$ cat src/rtl/sea_pkg.sv
package sea_pkg;

  // True when the pair (cur, prev) is the transition chosen by rise_sel.
  function automatic logic edge_hit(input logic cur, input logic prev, input logic rise_sel);
    return rise_sel ? (cur & ~prev) : (~cur & prev);
  endfunction

  // Mask covering the defined fields of the control word.
  function automatic logic [15:0] field_mask16(input int dly_lsb, input int dly_w,
                                               input int hs_bit, input int vs_bit,
                                               input int ref_bit);
    logic [15:0] m;
    m = '0;
    for (int i = 0; i < dly_w; i++) m[dly_lsb + i] = 1'b1;
    m[hs_bit]  = 1'b1;
    m[vs_bit]  = 1'b1;
    m[ref_bit] = 1'b1;
    return m;
  endfunction

endpackage

$ cat src/rtl/sea_edge_chan.sv
module sea_edge_chan #(
  parameter int SYNC_STAGES = 2
) (
  input  logic clk,
  input  logic rst_n,
  input  logic async_in,
  input  logic rise_sel,
  output logic lvl,
  output logic act_edge,
  output logic inact_edge
);
  import sea_pkg::*;

  logic [SYNC_STAGES-1:0] sr_q;
  logic                   prev_q;

  always_ff @(posedge clk or negedge rst_n) begin
    if (!rst_n) begin
      sr_q   <= '0;
      prev_q <= 1'b0;
    end else begin
      sr_q   <= {sr_q[SYNC_STAGES-2:0], async_in};
      prev_q <= sr_q[SYNC_STAGES-1];
    end
  end

  assign lvl        = sr_q[SYNC_STAGES-1];
  assign act_edge   = edge_hit(lvl, prev_q, rise_sel);
  assign inact_edge = edge_hit(lvl, prev_q, ~rise_sel);

endmodule

$ cat src/rtl/sea_cfg_reg.sv
module sea_cfg_reg #(
  parameter int CFG_W      = 16,
  parameter int DLY_LSB    = 13,
  parameter int DLY_W      = 2,
  parameter int HSENSE_BIT = 0,
  parameter int VSENSE_BIT = 1,
  parameter int REF_BIT    = 2
) (
  input  logic             clk,
  input  logic             rst_n,
  input  logic             we,
  input  logic [CFG_W-1:0] wdata,
  output logic [CFG_W-1:0] rdata,
  output logic             p_hsense,
  output logic             p_vsense,
  output logic [DLY_W-1:0] p_dly,
  output logic             p_ref
);
  import sea_pkg::*;

  localparam logic [15:0] MASK16 = field_mask16(DLY_LSB, DLY_W, HSENSE_BIT, VSENSE_BIT, REF_BIT);
  localparam logic [CFG_W-1:0] MASK = MASK16[CFG_W-1:0];

  logic [CFG_W-1:0] word_q;

  always_ff @(posedge clk or negedge rst_n) begin
    if (!rst_n)  word_q <= '0;
    else if (we) word_q <= wdata & MASK;
  end

  assign rdata    = word_q;
  assign p_hsense = word_q[HSENSE_BIT];
  assign p_vsense = word_q[VSENSE_BIT];
  assign p_ref    = word_q[REF_BIT];
  assign p_dly    = word_q[DLY_LSB +: DLY_W];

endmodule

$ cat src/rtl/sea_hdelay.sv
module sea_hdelay #(
  parameter int DLY_W = 2
) (
  input  logic             clk,
  input  logic             rst_n,
  input  logic             fire_in,
  input  logic [DLY_W-1:0] dly_in,
  input  logic             ref_in,
  output logic             pulse_out,
  output logic             ref_out
);
  localparam int MAX_DLY = (1 << DLY_W) - 1;

  logic [MAX_DLY:1] v_q;
  logic [MAX_DLY:1] r_q;
  logic [DLY_W-1:0] d_q [1:MAX_DLY];
  logic [MAX_DLY:1] hit;
  logic             zero_fire;
  logic             pulse_nxt;
  logic             ref_nxt;

  // Each stage fires when its own carried delay equals its depth.
  for (genvar g = 1; g <= MAX_DLY; g++) begin : g_tap
    assign hit[g] = v_q[g] && (d_q[g] == DLY_W'(g));
  end

  always_ff @(posedge clk or negedge rst_n) begin
    if (!rst_n) begin
      v_q <= '0;
      r_q <= '0;
      for (int i = 1; i <= MAX_DLY; i++) d_q[i] <= '0;
    end else begin
      v_q[1] <= fire_in && (dly_in != '0);
      d_q[1] <= dly_in;
      r_q[1] <= ref_in;
      for (int i = 2; i <= MAX_DLY; i++) begin
        v_q[i] <= v_q[i-1] && !hit[i-1];
        d_q[i] <= d_q[i-1];
        r_q[i] <= r_q[i-1];
      end
    end
  end

  always_comb begin
    zero_fire = fire_in && (dly_in == '0);
    pulse_nxt = zero_fire || (|hit);
    ref_nxt   = ref_out;
    for (int i = MAX_DLY; i >= 1; i--) begin
      if (hit[i]) ref_nxt = r_q[i];
    end
    if (zero_fire) ref_nxt = ref_in;
  end

  always_ff @(posedge clk or negedge rst_n) begin
    if (!rst_n) begin
      pulse_out <= 1'b0;
      ref_out   <= 1'b0;
    end else begin
      pulse_out <= pulse_nxt;
      ref_out   <= ref_nxt;
    end
  end

endmodule

$ cat src/rtl/sync_edge_aligner.sv
module sync_edge_aligner #(
  parameter int CFG_W       = 16,
  parameter int DLY_LSB     = 13,
  parameter int DLY_W       = 2,
  parameter int HSENSE_BIT  = 0,
  parameter int VSENSE_BIT  = 1,
  parameter int REF_BIT     = 2,
  parameter int SYNC_STAGES = 2
) (
  input  logic             clk,
  input  logic             rst_n,
  input  logic             hsync_in,
  input  logic             vsync_in,
  input  logic             cfg_we,
  input  logic [CFG_W-1:0] cfg_wdata,
  output logic [CFG_W-1:0] cfg_rdata,
  output logic             h_reset,
  output logic             v_reset,
  output logic             h_ref_blank
);

  logic             p_hsense, p_vsense, p_ref;
  logic [DLY_W-1:0] p_dly;

  logic             h_sense_act, v_sense_act, h_ref_act;
  logic [DLY_W-1:0] h_dly_act;

  logic h_lvl, h_act_edge, h_inact_edge;
  logic v_lvl, v_act_edge, v_inact_edge;

  sea_cfg_reg #(
    .CFG_W(CFG_W), .DLY_LSB(DLY_LSB), .DLY_W(DLY_W),
    .HSENSE_BIT(HSENSE_BIT), .VSENSE_BIT(VSENSE_BIT), .REF_BIT(REF_BIT)
  ) cfg_i (
    .clk(clk), .rst_n(rst_n), .we(cfg_we), .wdata(cfg_wdata), .rdata(cfg_rdata),
    .p_hsense(p_hsense), .p_vsense(p_vsense), .p_dly(p_dly), .p_ref(p_ref)
  );

  sea_edge_chan #(.SYNC_STAGES(SYNC_STAGES)) hchan_i (
    .clk(clk), .rst_n(rst_n), .async_in(hsync_in), .rise_sel(h_sense_act),
    .lvl(h_lvl), .act_edge(h_act_edge), .inact_edge(h_inact_edge)
  );

  sea_edge_chan #(.SYNC_STAGES(SYNC_STAGES)) vchan_i (
    .clk(clk), .rst_n(rst_n), .async_in(vsync_in), .rise_sel(v_sense_act),
    .lvl(v_lvl), .act_edge(v_act_edge), .inact_edge(v_inact_edge)
  );

  // Pending settings are adopted only on each channel's inactive transition.
  always_ff @(posedge clk or negedge rst_n) begin
    if (!rst_n) begin
      h_sense_act <= 1'b0;
      h_dly_act   <= '0;
      h_ref_act   <= 1'b0;
    end else if (h_inact_edge) begin
      h_sense_act <= p_hsense;
      h_dly_act   <= p_dly;
      h_ref_act   <= p_ref;
    end
  end

  always_ff @(posedge clk or negedge rst_n) begin
    if (!rst_n)            v_sense_act <= 1'b0;
    else if (v_inact_edge) v_sense_act <= p_vsense;
  end

  always_ff @(posedge clk or negedge rst_n) begin
    if (!rst_n) v_reset <= 1'b0;
    else        v_reset <= v_act_edge;
  end

  sea_hdelay #(.DLY_W(DLY_W)) hdly_i (
    .clk(clk), .rst_n(rst_n), .fire_in(h_act_edge), .dly_in(h_dly_act),
    .ref_in(h_ref_act), .pulse_out(h_reset), .ref_out(h_ref_blank)
  );

endmodule

$ cat config.mk
export PLATFORM = sky130hd
export DESIGN_NAME = sync_edge_aligner
export DESIGN_NICKNAME = d
export VERILOG_FILES = /design/src/rtl/sea_pkg.sv /design/src/rtl/sea_edge_chan.sv /design/src/rtl/sea_cfg_reg.sv /design/src/rtl/sea_hdelay.sv /design/src/rtl/sync_edge_aligner.sv
export SDC_FILE = /design/constraint.sdc
export NUM_CORES = 1
export LEC_CHECK = 0
export CAP_MARGIN = 5
export CELL_PAD_IN_SITES_DETAIL_PLACEMENT = 1
export CELL_PAD_IN_SITES_GLOBAL_PLACEMENT = 1
export CORE_AREA = 2 2 60 62
export DETAILED_ROUTE_END_ITERATION = 7
export DIE_AREA = 0 0 62 64
export MAX_ROUTING_LAYER = met4
export PLACE_DENSITY_LB_ADDON = 0.05
export RECOVER_POWER = 100
export SETUP_SLACK_MARGIN = 0.15
export SLEW_MARGIN = 25
export SYNTH_ARGS = -nofsm -noshare
export SYNTH_HDL_FRONTEND = slang
export SYNTH_SLANG_ARGS = --single-unit
export TNS_END_PERCENT = 30
$ cat constraint.sdc
create_clock -name clk -period 2.1 [get_ports clk]
set_input_delay 0.525 -clock clk [delete_from_list [all_inputs] [get_ports clk]]
set_output_delay 0.525 -clock clk [all_outputs]
set_load 0.02 [all_outputs]
# --- After elaboration in Yosys (flattened, before gate mapping) ---
# Index checks and enable logic that the tools add are counted.
op_classes:
  n_eq_ne: 3
  muxes: 8
  n_bitwise: 8
  n_reduce_logical: 14
op_table:
  columns: ["cell", "n"]
  rows:
  - ["$mux W1", 8]
  - ["$logic_and A1 B1 Y1", 7]
  - ["$and A1 B1 Y1", 4]
  - ["$eq A2 B2 Y1 const B", 2]
  - ["$not A1 Y1", 4]
  - ["$reduce_bool A4 Y1", 1]
  - ["$reduce_or A3 Y1", 1]
  - ["$eq A2 B1 Y1 const B", 1]
  - ["$logic_not A1 Y1", 2]
  - ["$logic_not A2 Y1", 1]
  - ["$reduce_bool A2 Y1", 1]
  - ["$logic_or A1 B1 Y1", 1]
totals:
  regBits: 31
  in_bits: 21
  out_inout_bits: 19
  wordCells: 50

# --- Depth between registers and ports, before layout ---
# Gate-level depths: netlist (run 1).
logic_depth:
  word_depth: 6
  mapped_depth: 4
  ltp_nobuf: 4

# --- Hierarchy ---
# A second synthesis (run 1) with hierarchy kept.
unflattened:
  cells_unflattened: 82
  hier_area_um2: 1191.1
modules_own_cells:
  columns: ["module", "n_inst", "cells_each", "area_each_um2", "seq_area_each_um2"]
  rows:
  - ["sea_hdelay", 1, 30, 461.7, 350.3]
  - ["sea_cfg_reg", 1, 27, 305.3, 125.1]
  - ["sea_edge_chan", 2, 7, 108.9, 75.1]
  - ["sync_edge_aligner", 1, 11, 206.4, 150.1]

# --- Worst setup path before layout (run 1) ---
# OpenSTA, ideal clock, no wires.
synth_path:
  kind: "register to register"
  startpoint: "register hchan_i.sr_q[1]"
  endpoint: "register h_dly_act[0]"
  setup_time_ns: 0.128
  arrival_ns: 1.042
  required_ns: 1.972
  path_slack_ns: 0.931
  path_stages_with_launch: 4
  path_buffers: 0
  period_less_slack_ns: 1.169
  cell_sequence: "dfrtp_1 nand2b_4 a21oi_2 mux2_1"
synth_via:
  elab_chain_cells: 3
  elab_cells_between_ends: 4
  cone_classes: "mux (1); bitwise (3)"
synth_rtl:
  columns: ["item", "line_no", "rtl"]
  rows:
  - ["start: declaration", "sea_edge_chan.sv:14", "logic [SYNC_STAGES-1:0] sr_q;"]
  - ["start signal: assignment", "sea_edge_chan.sv:22", "sr_q <= {sr_q[SYNC_STAGES-2:0], async_in};"]
  - ["$not A1 Y1", "sea_pkg.sv:5", "return rise_sel ? (cur & ~prev) : (~cur & prev);"]
  - ["$and A1 B1 Y1", "sea_pkg.sv:5", null]
  - ["$mux W1 (*)", "sea_pkg.sv:5", null]
  - ["end signal: assignment", "sync_edge_aligner.sv:57", "h_dly_act <= p_dly;"]
  - ["end: declaration", "sync_edge_aligner.sv:26", "logic [DLY_W-1:0] h_dly_act;"]
# Every way passes the cells marked *; elsewhere a longest branch is shown, timed or not.
# A chain may end at the register's enable or synchronous reset.

# --- Worst setup path after layout (run 1) ---
layout_path:
  startpoint: "register cfg_i.word_q[1], in the netlist cfg_i.rdata[1]"
  endpoint: "output port cfg_rdata[1]"
layout_lines:
  columns: ["item", "line_no", "rtl"]
  rows:
  - ["start: declaration", "sea_cfg_reg.sv:24", "logic [CFG_W-1:0] word_q;"]
  - ["start signal: assignment", "sea_cfg_reg.sv:28", "else if (we) word_q <= wdata & MASK;"]
  - ["end: declaration", "sync_edge_aligner.sv:16", "output logic [CFG_W-1:0] cfg_rdata,"]
# No word-level cell between the ends.

==> results of run 1 <==
state kept, by name, indices dropped and copies added, names as in the netlist:
name              flops
h_dly_act             2
h_sense_act           1
hdly_i.r_q            3
hchan_i.sr_q          2
h_ref_act             1
vchan_i.prev_q        1
v_sense_act           1
hdly_i.pulse_out      1
cfg_i.rdata           5
hdly_i.d_q            6
v_reset               1
hdly_i.ref_out        1
hdly_i.v_q            3
hchan_i.prev_q        1
vchan_i.sr_q          2
worst paths after layout:
| check | endpoint | from | cells past startpoint | slack (ns) |
|---|---|---|---|---|
| min | vchan_i.sr_q[1] | vchan_i.sr_q[0] | 0 | 0.37 |
| min reg2reg | vchan_i.sr_q[1] | vchan_i.sr_q[0] | 0 | 0.37 |
| max in group asynchronous | h_dly_act[0] | rst_n | 2 | 0.84 |
| max reg2reg | h_dly_act[1] | hchan_i.sr_q[1] | 3 | 0.73 |
| max | cfg_rdata[1] | cfg_i.rdata[1] | 1 | 0.18 |
| min in group asynchronous | hdly_i.pulse_out | rst_n | 2 | 0.79 |
power breakdown:
group / total [µW] / switching (µW) / internal [µW] / leakage, µW
clock: 377 / 180 / 197 / 0.0000386
combinational: 250 / 133 / 116 / 0.000231
sequential: 796 / 70.2 / 726 / 0.000370
total: 1420 / 383 / 1040 / 0.000640
synthesized netlist by cell type (all sizes together):
| library cell | instances |
|---|---|
| dfrtp | 31 |
| buf | 14 |
| mux2 | 8 |
| inv | 7 |
| a21oi | 5 |
| o21ai | 5 |
| nand3b | 3 |
| a21boi | 2 |
| nand2b | 2 |
| nand3 | 2 |
| nor2 | 2 |
| a2bb2oi | 1 |
| and4 | 1 |
| conb | 1 |
| nand2 | 1 |
| nand4 | 1 |
| nor2b | 1 |
| nor3b | 1 |
| o22ai | 1 |
metrics by stage:
step	std cells	cell area [µm²]
after floorplan	99	1220
after global placement	149	1350
after detailed placement	149	1350
after CTS	157	1420
after global routing	157	1400
final	157	1400
kinds of logic after synthesis:
| family | after synthesis | synth area share |
|---|---|---|
| multiplexers | 8 | 0.0763 |
| buffers and inverters | 21 | 0.111 |
| other | 1 | 0.00317 |
| AO/OA/AOI/OAI | 14 | 0.0741 |
| flip-flops | 31 | 0.657 |
| AND/OR/NAND/NOR | 14 | 0.0784 |
layer usage:
layer / GRT usage / vias to the layer above / wire, µm
met1: 0.126 / 333 / 705
met2: 0.184 / 28 / 926
li1: - / 313 / -
met4: 0.0718 / 0 / 36
met5: - / - / 0
met3: 0.0364 / 6 / 126
layout make-up:
| type | count | area [µm²] |
|---|---|---|
| clock buffer | 8 | 68.8 |
| fill | 374 | 1880 |
| tap | 46 | 57.6 |
| inverter | 7 | 26.3 |
| multi-input combinational | 47 | 300 |
| sequential | 31 | 776 |
| timing repair buffer | 18 | 175 |
==> out/results.tsv, run 1 <==
metric	value	unit
clock sinks	31	
Final TNS setup	0	ns
Overall Global Routing Usage	0.118	
initial drt markers	2	
CP endpoint kind	output port	
nets	131	
DP HPWL	1.34	mm
Rel. slew slack	0.506	
Final Cycle Share	0.912	
pin count of the biggest net entering global routing	32	
GP Congestion	0.766	
cell row count	21	
main area contributors after synthesis	dfrtp_1, buf_4, mux2_2	
CP startpoint kind	register	
Tightest Pin Transition	0.741	ns
Yosys top cell by area	dfrtp_1	
total iterations of the first detailed-routing run	2	
clk_skew	0.00487	ns
PortBufs	17	
Root Buffer	clkbuf_4	
VDD IR max	0.460	mV
initial antenna violation count	0	
cells after synthesis	89	
unrepaired setup endpoints after global routing	no	
commonest non-fill, non-tap cells in the layout	dfrtp_1, dlygate4sd3_1, conb_1, inv_1	
Crit path max-delay family	buffers and inverters	
DIE HEIGHT	64	µm
clk buf depth	2	
P per Cell Area	1010	mW/mm²
initial core utilization	0.360	
H-Tree Depth	2	
Via density	4.33	
DRC Markers	0	
Final setup viols	0	
core footprint	0.00328	mm²
number of diodes	0	
Max-Cap Viols	0	
Ys Warns	0	
clk_lat worst skew	0.31	ns
setup ws final	0.185	ns
first-pass GRT wire length	3.22	mm
slowest stage delay, CP	0.69	ns
DR vias	680	
full die area	0.00397	mm²
CP cell instances	dlygate4sd3_1	
sequential area share after synthesis	0.657	
worst path bufs/invs	1	
Syn-to-layout area delta	18.9	%
clk slew on worst S/H paths	0.09	ns
share of layout cells above drive strength 1	0.135	
gr ovfl total	0	
Power, Total	1420	µW
CTS tree	yes	
Fin. Hold Viols	0	
post-CTS setup repair buffer count	0	
hold_ws	0.366	ns
Worst Path Required	1.57	ns
cts hold-fix bufs	0	
WP data arrival	1.39	ns
Routed Antenna Nets	0	
I/O pin total	40	
cts repair resizes	0	
Yosys top cell area share	0.657	
Total Routed Length	1.79	mm
Hold Crit Class	register to register	
static leakage	0.000640	µW
Post-Syn Area	0.00118	mm²
Yosys reg bits	31	
Mapped Avg Cell Area	13.3	µm²
status	finished clean	
Die Wd	62	µm
crit path max-delay cell type	dlygate4sd3_1	
post-layout util	0.427	
synth unique cells	23	
fin crit period	1.92	ns
most common cell after layout, fill and taps aside	dfrtp_1	
routed length per instance	11.4	µm
TritonCTS buffer count	5	
Max FO, Critical Path	4	
max frequency	522	MHz
vias in the first global route	698	
Final Slew Violations	0	
post-place setup slack	0.472	ns
CP Class	register to output port	
Note: power is estimated with default switching activity, not from simulation.
==> run 2: changes to the inputs <==
--- a/config.mk
+++ b/config.mk
@@ -9,6 +9,7 @@
 export CELL_PAD_IN_SITES_DETAIL_PLACEMENT = 1
 export CELL_PAD_IN_SITES_GLOBAL_PLACEMENT = 1
 export CORE_AREA = 2 2 60 62
+export CTS_CLUSTER_SIZE = 20
 export DETAILED_ROUTE_END_ITERATION = 7
 export DIE_AREA = 0 0 62 64
 export MAX_ROUTING_LAYER = met4
==> results of run 2 <==
Final layout, timing and power as in run 1 (identical DEF).
